[config.mk]
export PLATFORM = sky130hd
export DESIGN_NAME = epr4_csa_core
export DESIGN_NICKNAME = d
export VERILOG_FILES = /design/src/rtl/epr4_csa_pkg.sv /design/src/rtl/epr4_bmu.sv /design/src/rtl/epr4_cs2.sv /design/src/rtl/epr4_upd.sv /design/src/rtl/epr4_csa_core.sv
export SDC_FILE = /design/constraint.sdc
export NUM_CORES = 1
export LEC_CHECK = 0
export BUFFER_PORTS_ARGS = -buffer_cell sky130_fd_sc_hd__buf_2
export CAP_MARGIN = 15
export CORE_ASPECT_RATIO = 1.4
export CORE_MARGIN = 2
export CORE_UTILIZATION = 30
export CTS_BUF_LIST = sky130_fd_sc_hd__clkbuf_16
export CTS_CLUSTER_SIZE = 8
export DETAILED_ROUTE_END_ITERATION = 16
export PLACE_DENSITY = 0.54
export SLEW_MARGIN = 20
export SYNTH_ARGS = -nofsm -noshare
export SYNTH_HDL_FRONTEND = slang
export SYNTH_HIERARCHICAL = 1
export SYNTH_SLANG_ARGS = --single-unit
[constraint.sdc]
create_clock -name clk -period 9.76 [get_ports clk]
set_input_delay 1.464 -clock clk [delete_from_list [all_inputs] [get_ports clk]]
set_output_delay 1.464 -clock clk [all_outputs]
set_load 0.05 [all_outputs]
[src/rtl/epr4_csa_pkg.sv]
package epr4_csa_pkg;

    localparam int NUM_STATES = 8;
    localparam int NUM_BFLY   = NUM_STATES / 2;

    typedef enum logic [0:0] {
        ST_PRIME = 1'b0,
        ST_RUN   = 1'b1
    } det_state_e;

    // Level (+1 or -1) of bit 'pos' of state index 's'.
    function automatic int level_of(input int s, input int pos);
        return (((s >> pos) & 1) == 1) ? 1 : -1;
    endfunction

    // Sum of the three newest levels that a successor state fixes:
    // u = a + a1 - a2, with a = bit 2, a1 = bit 1, a2 = bit 0.
    function automatic int u_of(input int s);
        return level_of(s, 2) + level_of(s, 1) - level_of(s, 0);
    endfunction

    // Constant that follows the select: -u - (u*u - 1)/2.
    function automatic int post_off(input int s);
        int u;
        u = u_of(s);
        return -u - (((u == 3) || (u == -3)) ? 4 : 0);
    endfunction

endpackage

[src/rtl/epr4_bmu.sv]
// Branch-term unit: four data-dependent sums, each used with both signs.
module epr4_bmu #(
    parameter int SAMPLE_W = 6,
    parameter int METRIC_W = 10
) (
    input  logic signed [SAMPLE_W-1:0] y_cur,
    input  logic signed [SAMPLE_W-1:0] y_nxt,
    output logic        [METRIC_W-1:0] term [8]
);

    localparam int EXT_W = SAMPLE_W + 3;

    logic signed [EXT_W-1:0] yc;
    logic signed [EXT_W-1:0] yn;
    logic signed [EXT_W-1:0] yc3;

    assign yc  = EXT_W'(y_cur);
    assign yn  = EXT_W'(y_nxt);
    assign yc3 = yc + (yc <<< 1);

    // Term for successor s: y_cur*u(s) - y_nxt*a2(s).
    // States 4+k and 3-k are bitwise complements, so their terms differ in sign.
    for (genvar k = 0; k < 4; k++) begin : g_term
        localparam int SUCC = 4 + k;
        localparam int U    = epr4_csa_pkg::u_of(SUCC);
        localparam int A2   = epr4_csa_pkg::level_of(SUCC, 0);

        logic signed [EXT_W-1:0] ypart;
        logic signed [EXT_W-1:0] dsum;
        logic signed [METRIC_W-1:0] dwide;

        if (U == 3) begin : g_u3
            assign ypart = yc3;
        end else if (U == 1) begin : g_u1
            assign ypart = yc;
        end else begin : g_un
            assign ypart = -yc;
        end

        if (A2 > 0) begin : g_sub
            assign dsum = ypart - yn;
        end else begin : g_add
            assign dsum = ypart + yn;
        end

        assign dwide       = METRIC_W'(dsum);
        assign term[SUCC]  = dwide;
        assign term[3 - k] = -dwide;
    end

endmodule

[src/rtl/epr4_cs2.sv]
// Two-level compare-select: one shared difference, two thresholds.
module epr4_cs2 #(
    parameter int METRIC_W = 10,
    parameter int OFF_LO   = 0,
    parameter int OFF_HI   = 4
) (
    input  logic [METRIC_W-1:0] w_even,
    input  logic [METRIC_W-1:0] w_odd,
    output logic [METRIC_W-1:0] sel_lo,
    output logic [METRIC_W-1:0] sel_hi,
    output logic                dec_lo,
    output logic                dec_hi
);

    localparam logic [METRIC_W-1:0] K_LO = METRIC_W'(OFF_LO);
    localparam logic [METRIC_W-1:0] K_HI = METRIC_W'(OFF_HI);

    logic [METRIC_W-1:0] gap;
    logic [METRIC_W-1:0] d_lo;
    logic [METRIC_W-1:0] d_hi;

    always_comb begin
        gap    = w_odd - w_even;
        d_lo   = gap + K_LO;
        d_hi   = gap + K_HI;
        // Odd survives only when strictly larger (wrapped sign test).
        dec_lo = !d_lo[METRIC_W-1] && (d_lo != '0);
        dec_hi = !d_hi[METRIC_W-1] && (d_hi != '0);
        sel_lo = dec_lo ? (w_odd + K_LO) : w_even;
        sel_hi = dec_hi ? (w_odd + K_HI) : w_even;
    end

endmodule

[src/rtl/epr4_upd.sv]
// Post-select add: constant offset plus one data-dependent term.
module epr4_upd #(
    parameter int METRIC_W = 10,
    parameter int POST_OFF = 0
) (
    input  logic [METRIC_W-1:0] sel,
    input  logic [METRIC_W-1:0] term,
    output logic [METRIC_W-1:0] w_nxt
);

    localparam logic [METRIC_W-1:0] K_POST = METRIC_W'(POST_OFF);

    assign w_nxt = sel + term + K_POST;

endmodule

[src/rtl/epr4_csa_core.sv]
module epr4_csa_core
    import epr4_csa_pkg::*;
#(
    parameter int SAMPLE_W = 6,
    parameter int METRIC_W = 10
) (
    input  logic                           clk,
    input  logic                           rst_n,
    input  logic                           sample_vld,
    input  logic [SAMPLE_W-1:0]            sample_in,
    output logic [NUM_STATES*METRIC_W-1:0] metric_out,
    output logic [NUM_STATES-1:0]          ptr_out,
    output logic                           ptr_vld
);

    det_state_e state_q;
    det_state_e state_d;

    logic [SAMPLE_W-1:0]   y_hold_q;
    logic [METRIC_W-1:0]   w_q    [NUM_STATES];
    logic [METRIC_W-1:0]   w_new  [NUM_STATES];
    logic [METRIC_W-1:0]   w_init [NUM_STATES];
    logic [METRIC_W-1:0]   sel    [NUM_STATES];
    logic [METRIC_W-1:0]   term   [NUM_STATES];
    logic [NUM_STATES-1:0] dec;
    logic [NUM_STATES-1:0] ptr_q;
    logic                  vld_q;
    logic [METRIC_W-1:0]   y_ext;

    // Controller: state register.
    always_ff @(posedge clk or negedge rst_n) begin
        if (!rst_n) state_q <= ST_PRIME;
        else        state_q <= state_d;
    end

    // Controller: next state.
    always_comb begin
        state_d = state_q;
        unique case (state_q)
            ST_PRIME: if (sample_vld) state_d = ST_RUN;
            ST_RUN:   state_d = ST_RUN;
        endcase
    end

    // Branch terms: recursion step uses held sample and the new one.
    epr4_bmu #(
        .SAMPLE_W(SAMPLE_W),
        .METRIC_W(METRIC_W)
    ) u_bmu (
        .y_cur(y_hold_q),
        .y_nxt(sample_in),
        .term (term)
    );

    // Four butterflies: predecessors 2j and 2j+1, successors j and j+4.
    for (genvar j = 0; j < NUM_BFLY; j++) begin : g_bfly
        epr4_cs2 #(
            .METRIC_W(METRIC_W),
            .OFF_LO  (2 * u_of(j)),
            .OFF_HI  (2 * u_of(j + NUM_BFLY))
        ) u_cs (
            .w_even(w_q[2*j]),
            .w_odd (w_q[2*j+1]),
            .sel_lo(sel[j]),
            .sel_hi(sel[j+NUM_BFLY]),
            .dec_lo(dec[j]),
            .dec_hi(dec[j+NUM_BFLY])
        );
    end

    for (genvar s = 0; s < NUM_STATES; s++) begin : g_upd
        epr4_upd #(
            .METRIC_W(METRIC_W),
            .POST_OFF(post_off(s))
        ) u_upd (
            .sel  (sel[s]),
            .term (term[s]),
            .w_nxt(w_new[s])
        );
    end

    // Seed values: predecessor-only part of the first branch metric.
    assign y_ext = METRIC_W'($signed(sample_in));
    for (genvar s = 0; s < NUM_STATES; s++) begin : g_init
        if ((s % 2) == 0) begin : g_even
            assign w_init[s] = y_ext;
        end else begin : g_odd
            assign w_init[s] = -y_ext;
        end
    end

    // Output process: datapath registers driven per controller state.
    always_ff @(posedge clk or negedge rst_n) begin
        if (!rst_n) begin
            for (int s = 0; s < NUM_STATES; s++) w_q[s] <= '0;
            ptr_q    <= '0;
            vld_q    <= 1'b0;
            y_hold_q <= '0;
        end else begin
            vld_q <= 1'b0;
            unique case (state_q)
                ST_PRIME: begin
                    if (sample_vld) begin
                        for (int s = 0; s < NUM_STATES; s++) w_q[s] <= w_init[s];
                        y_hold_q <= sample_in;
                    end
                end
                ST_RUN: begin
                    if (sample_vld) begin
                        for (int s = 0; s < NUM_STATES; s++) w_q[s] <= w_new[s];
                        ptr_q    <= dec;
                        vld_q    <= 1'b1;
                        y_hold_q <= sample_in;
                    end
                end
            endcase
        end
    end

    for (genvar s = 0; s < NUM_STATES; s++) begin : g_out
        assign metric_out[s*METRIC_W +: METRIC_W] = w_q[s];
    end
    assign ptr_out = ptr_q;
    assign ptr_vld = vld_q;

endmodule

==> results.txt <==
max-cap violation count = 0
largest net degree at the start of global routing = 85
Worst Path Class, Setup = flip-flop to flip-flop
CP cell instances = inv_1 -> ha_1 -> inv_1 -> fa_1 -> a211oi_1 -> o21bai_1 -> a21oi_2 -> xor2_2 -> or4_4 -> nor3_2 -> xnor2_1 -> a21oi_2 -> mux2_1 -> inv_1 -> ha_1 -> inv_1 -> ha_1 -> fa_1 -> a21o_2 -> a21oi_2 -> o21ai_0 -> xor2_1 -> a21oi_1 -> a21oi_1
DR pass1 iterations = 5
Post-CTS Setup Inserts = 0
Synth Area in Adders = 19.84%
Final min period = 5.737 ns
share of cells above drive strength 1 = 11.88%
global-route usage over all layers = 19.00%
largest family of logic cells by synthesized area = adder cells
mux contribution to synthesized area = 7.864%
drt initial violations = 637
die boundary width = 192 µm
Synth Area in Compound Gates = 17.70%
FP Rows = 96
final setup vio count = 0
placed cell count = 2531
highest metal layer with signal wires = met4
clock buffer depth = 2
startpoint types = flip-flop
post-CTS sizing = 0
Setup crit end kind = flip-flop
Routed Antenna Nets = 0
Placer Congestion = 0.8715
CTS tree = done
Yosys warning total = 6
CP max stage delay = 0.59 ns
CP arrival = 5.97 ns
Pins Over Slew Limit = 0
Initial Utilization = 30.29%
Detail Route met3 WL = 1.983 mm
die area = 51300 µm²
DRC errors left = 0
synthesized area per cell = 7.994 µm²
Skew-Pair Late Insertion Delay = 0.40 ns
clock root cell = clkbuf_16
Clock transition at path regs = 0.08 ns
Post-CTS Hold Buffers = 0
post-detail-place hpwl = 38.76 mm
fin nets = 2136
worst path required time = 9.99 ns
Clock Sinks = 96
Layout Area Growth over Synthesis = 8.404%
total gr overflow = 0
H-tree levels = 3
wire per inst = 18.94 µm
sequential fraction of the synthesis area = 16.18%
period utilization = 58.78%
first-pass GRT wire length = 74.06 mm
mapped cell area = 14840 µm²
Post-synth ARST share = 100.0%
worst-path maximum fanout = 11
vias per std cell = 5.103
Top cell by count, worst path = inv_1
net count after synthesis = 2088
Crit-path slowest cell = a21oi_2
post-synthesis xor/xnor area fraction = 11.71%
final hold violations = 0
final hold slack = 0.5044 ns
fin cells = 2548
Num CTS Buffers = 9
Hold Crit Class = flip-flop to flip-flop
initial antenna violation count = 2
IO buf count = 97
setup_tns = 0 ns
PnR worst setup slack = 4.023 ns
vias in the first global route = 12900
Post-Place Setup Slack = 3.905 ns
routed wl met2 = 24.49 mm
number of synthesized register bits = 96
Met1 Wirelength = 19.46 mm
slew margin rel. = 33.76%
Main synth FF type = dfrtp_1
Post-synth EDFFs = 0
Max Fclk = 0.1743 GHz
io pins = 98
Worst-Margin Slew = 0.9860 ns
Post-Synth Simple-Gate Area = 16.24%
die height = 267.2 µm
DR vias = 13000
Netlist cell types = 97
core area = 49010 µm²
status = completed
Mapped Cells = 1857
RSZ-0062 raised after global routing = no
total wire length = 48.26 mm
Setup Skew = 0.02184 ns
[cells in the final DEF (no fill, tap or decap), types with 6 or more instances in the layout]
cell / synthesis / final
dfrtp_1: 96 / 95
mux2_4: 9 / 9
o21a_1: 9 / 9
a211oi_2: 7 / 8
ha_1: 201 / 201
nor3_1: 37 / 37
a211oi_1: 7 / 6
nand2_1: 90 / 90
clkbuf_16: 0 / 9
a21oi_1: 156 / 156
a31oi_1: 35 / 35
inv_1: 297 / 297
nand3_1: 59 / 59
and4b_1: 6 / 6
nand3b_1: 6 / 6
xor2_1: 67 / 67
xnor2_1: 122 / 122
nand2b_1: 18 / 18
and2_1: 7 / 7
buf_4: 20 / 11
or3_1: 8 / 8
nand4_1: 10 / 10
nor3b_1: 7 / 7
mux2_2: 22 / 22
a21o_1: 21 / 21
o21ai_0: 50 / 50
a21oi_2: 11 / 11
fa_1: 21 / 21
nor2b_1: 24 / 23
buf_2: 16 / 95
mux2i_1: 75 / 75
nor4_1: 11 / 11
o211ai_1: 8 / 8
and3_1: 11 / 11
nor2_1: 144 / 144
o21bai_1: 7 / 7
[final timing paths]
kind / startpoint / end / slack [ns] / cells past startpoint
max in group asynchronous: rst_n / state_q / 7.37 / 2
min: ptr_out[5] / ptr_out[5] / 0.50 / 1
min reg2reg: ptr_out[5] / ptr_out[5] / 0.50 / 1
min in group asynchronous: rst_n / metric_out[75] / 1.16 / 1
max: metric_out[50] / metric_out[67] / 4.02 / 24
max reg2reg: metric_out[50] / metric_out[67] / 4.02 / 24
[registers in the layout, summed over array words and instances (netlist names)]
register    cells
metric_out     80
ptr_out         8
ptr_vld         1
state_q         1
y_hold_q        6
[per-layer routing]
layer / track usage (%) / vias up
li1: - / 6422
met1: 21.63 / 6213
met2: 34.06 / 283
met3: 2.922 / 85
met4: 9.676 / 0
met5: 0 / -
[per-stage QoR]
stage,utilization (%),area (µm²)
3_5_place_dp,32.21,15790
2_1_floorplan,-,14840
3_3_place_gp,32.21,15790
6_report,32.84,16090
5_1_grt,32.83,16090
4_1_cts,32.83,16090
[critical path, delay by kind of cell (launching register included)]
kind / cells / cell delay [ns]
AOI/OAI and AO/OA: 9 / 2.03
xor gates and xnor gates: 3 / 0.41
adders and majority gates: 5 / 1.34
buffers and inverters: 4 / 0.23
DFF: 1 / 0.42
muxes: 1 / 0.38
and+or+nand+nor: 2 / 0.77
[final cells by class]
type	count	area [µm²]
fill	5292	32920
multi-input combinational	1391	10900
sequential	96	2404
inverter	301	1130
tap	637	797.0
timing repair buffer	106	558.0
clock buffer	9	225.2
clock inverter	7	78.83
antenna	1	2.502
[kinds of logic (layout without fill, tap and decap cells)]
kind of cell / after synthesis / count (layout)
simple gates: 473 / 473
mux: 109 / 109
xor+xnor: 193 / 193
buf+inv: 370 / 423
other cells: 0 / 1
fa+ha+maj: 223 / 223
flops: 96 / 96
compound gates: 393 / 393
[synth_stat cells (24+ instances only)]
| cell type | instances | area [µm²] |
|---|---|---|
| mux2i_1 | 75 | 750.7 |
| o21ai_0 | 50 | 250.2 |
| nor3_1 | 37 | 185.2 |
| xor2_1 | 67 | 586.8 |
| a31oi_1 | 35 | 219.0 |
| a21oi_1 | 156 | 780.8 |
| dfrtp_1 | 96 | 2402 |
| ha_1 | 201 | 2515 |
| inv_1 | 297 | 1115 |
| nand2_1 | 90 | 337.8 |
| xnor2_1 | 122 | 1069 |
| clkbuf_1 | 25 | 93.84 |
| nor2b_1 | 24 | 150.1 |
| nor2_1 | 144 | 540.5 |
| nand3_1 | 59 | 295.3 |
Power is left out: the tool's default activity adds up to more than one toggle a clock period on the data nets, which glitch-free logic cannot reach.
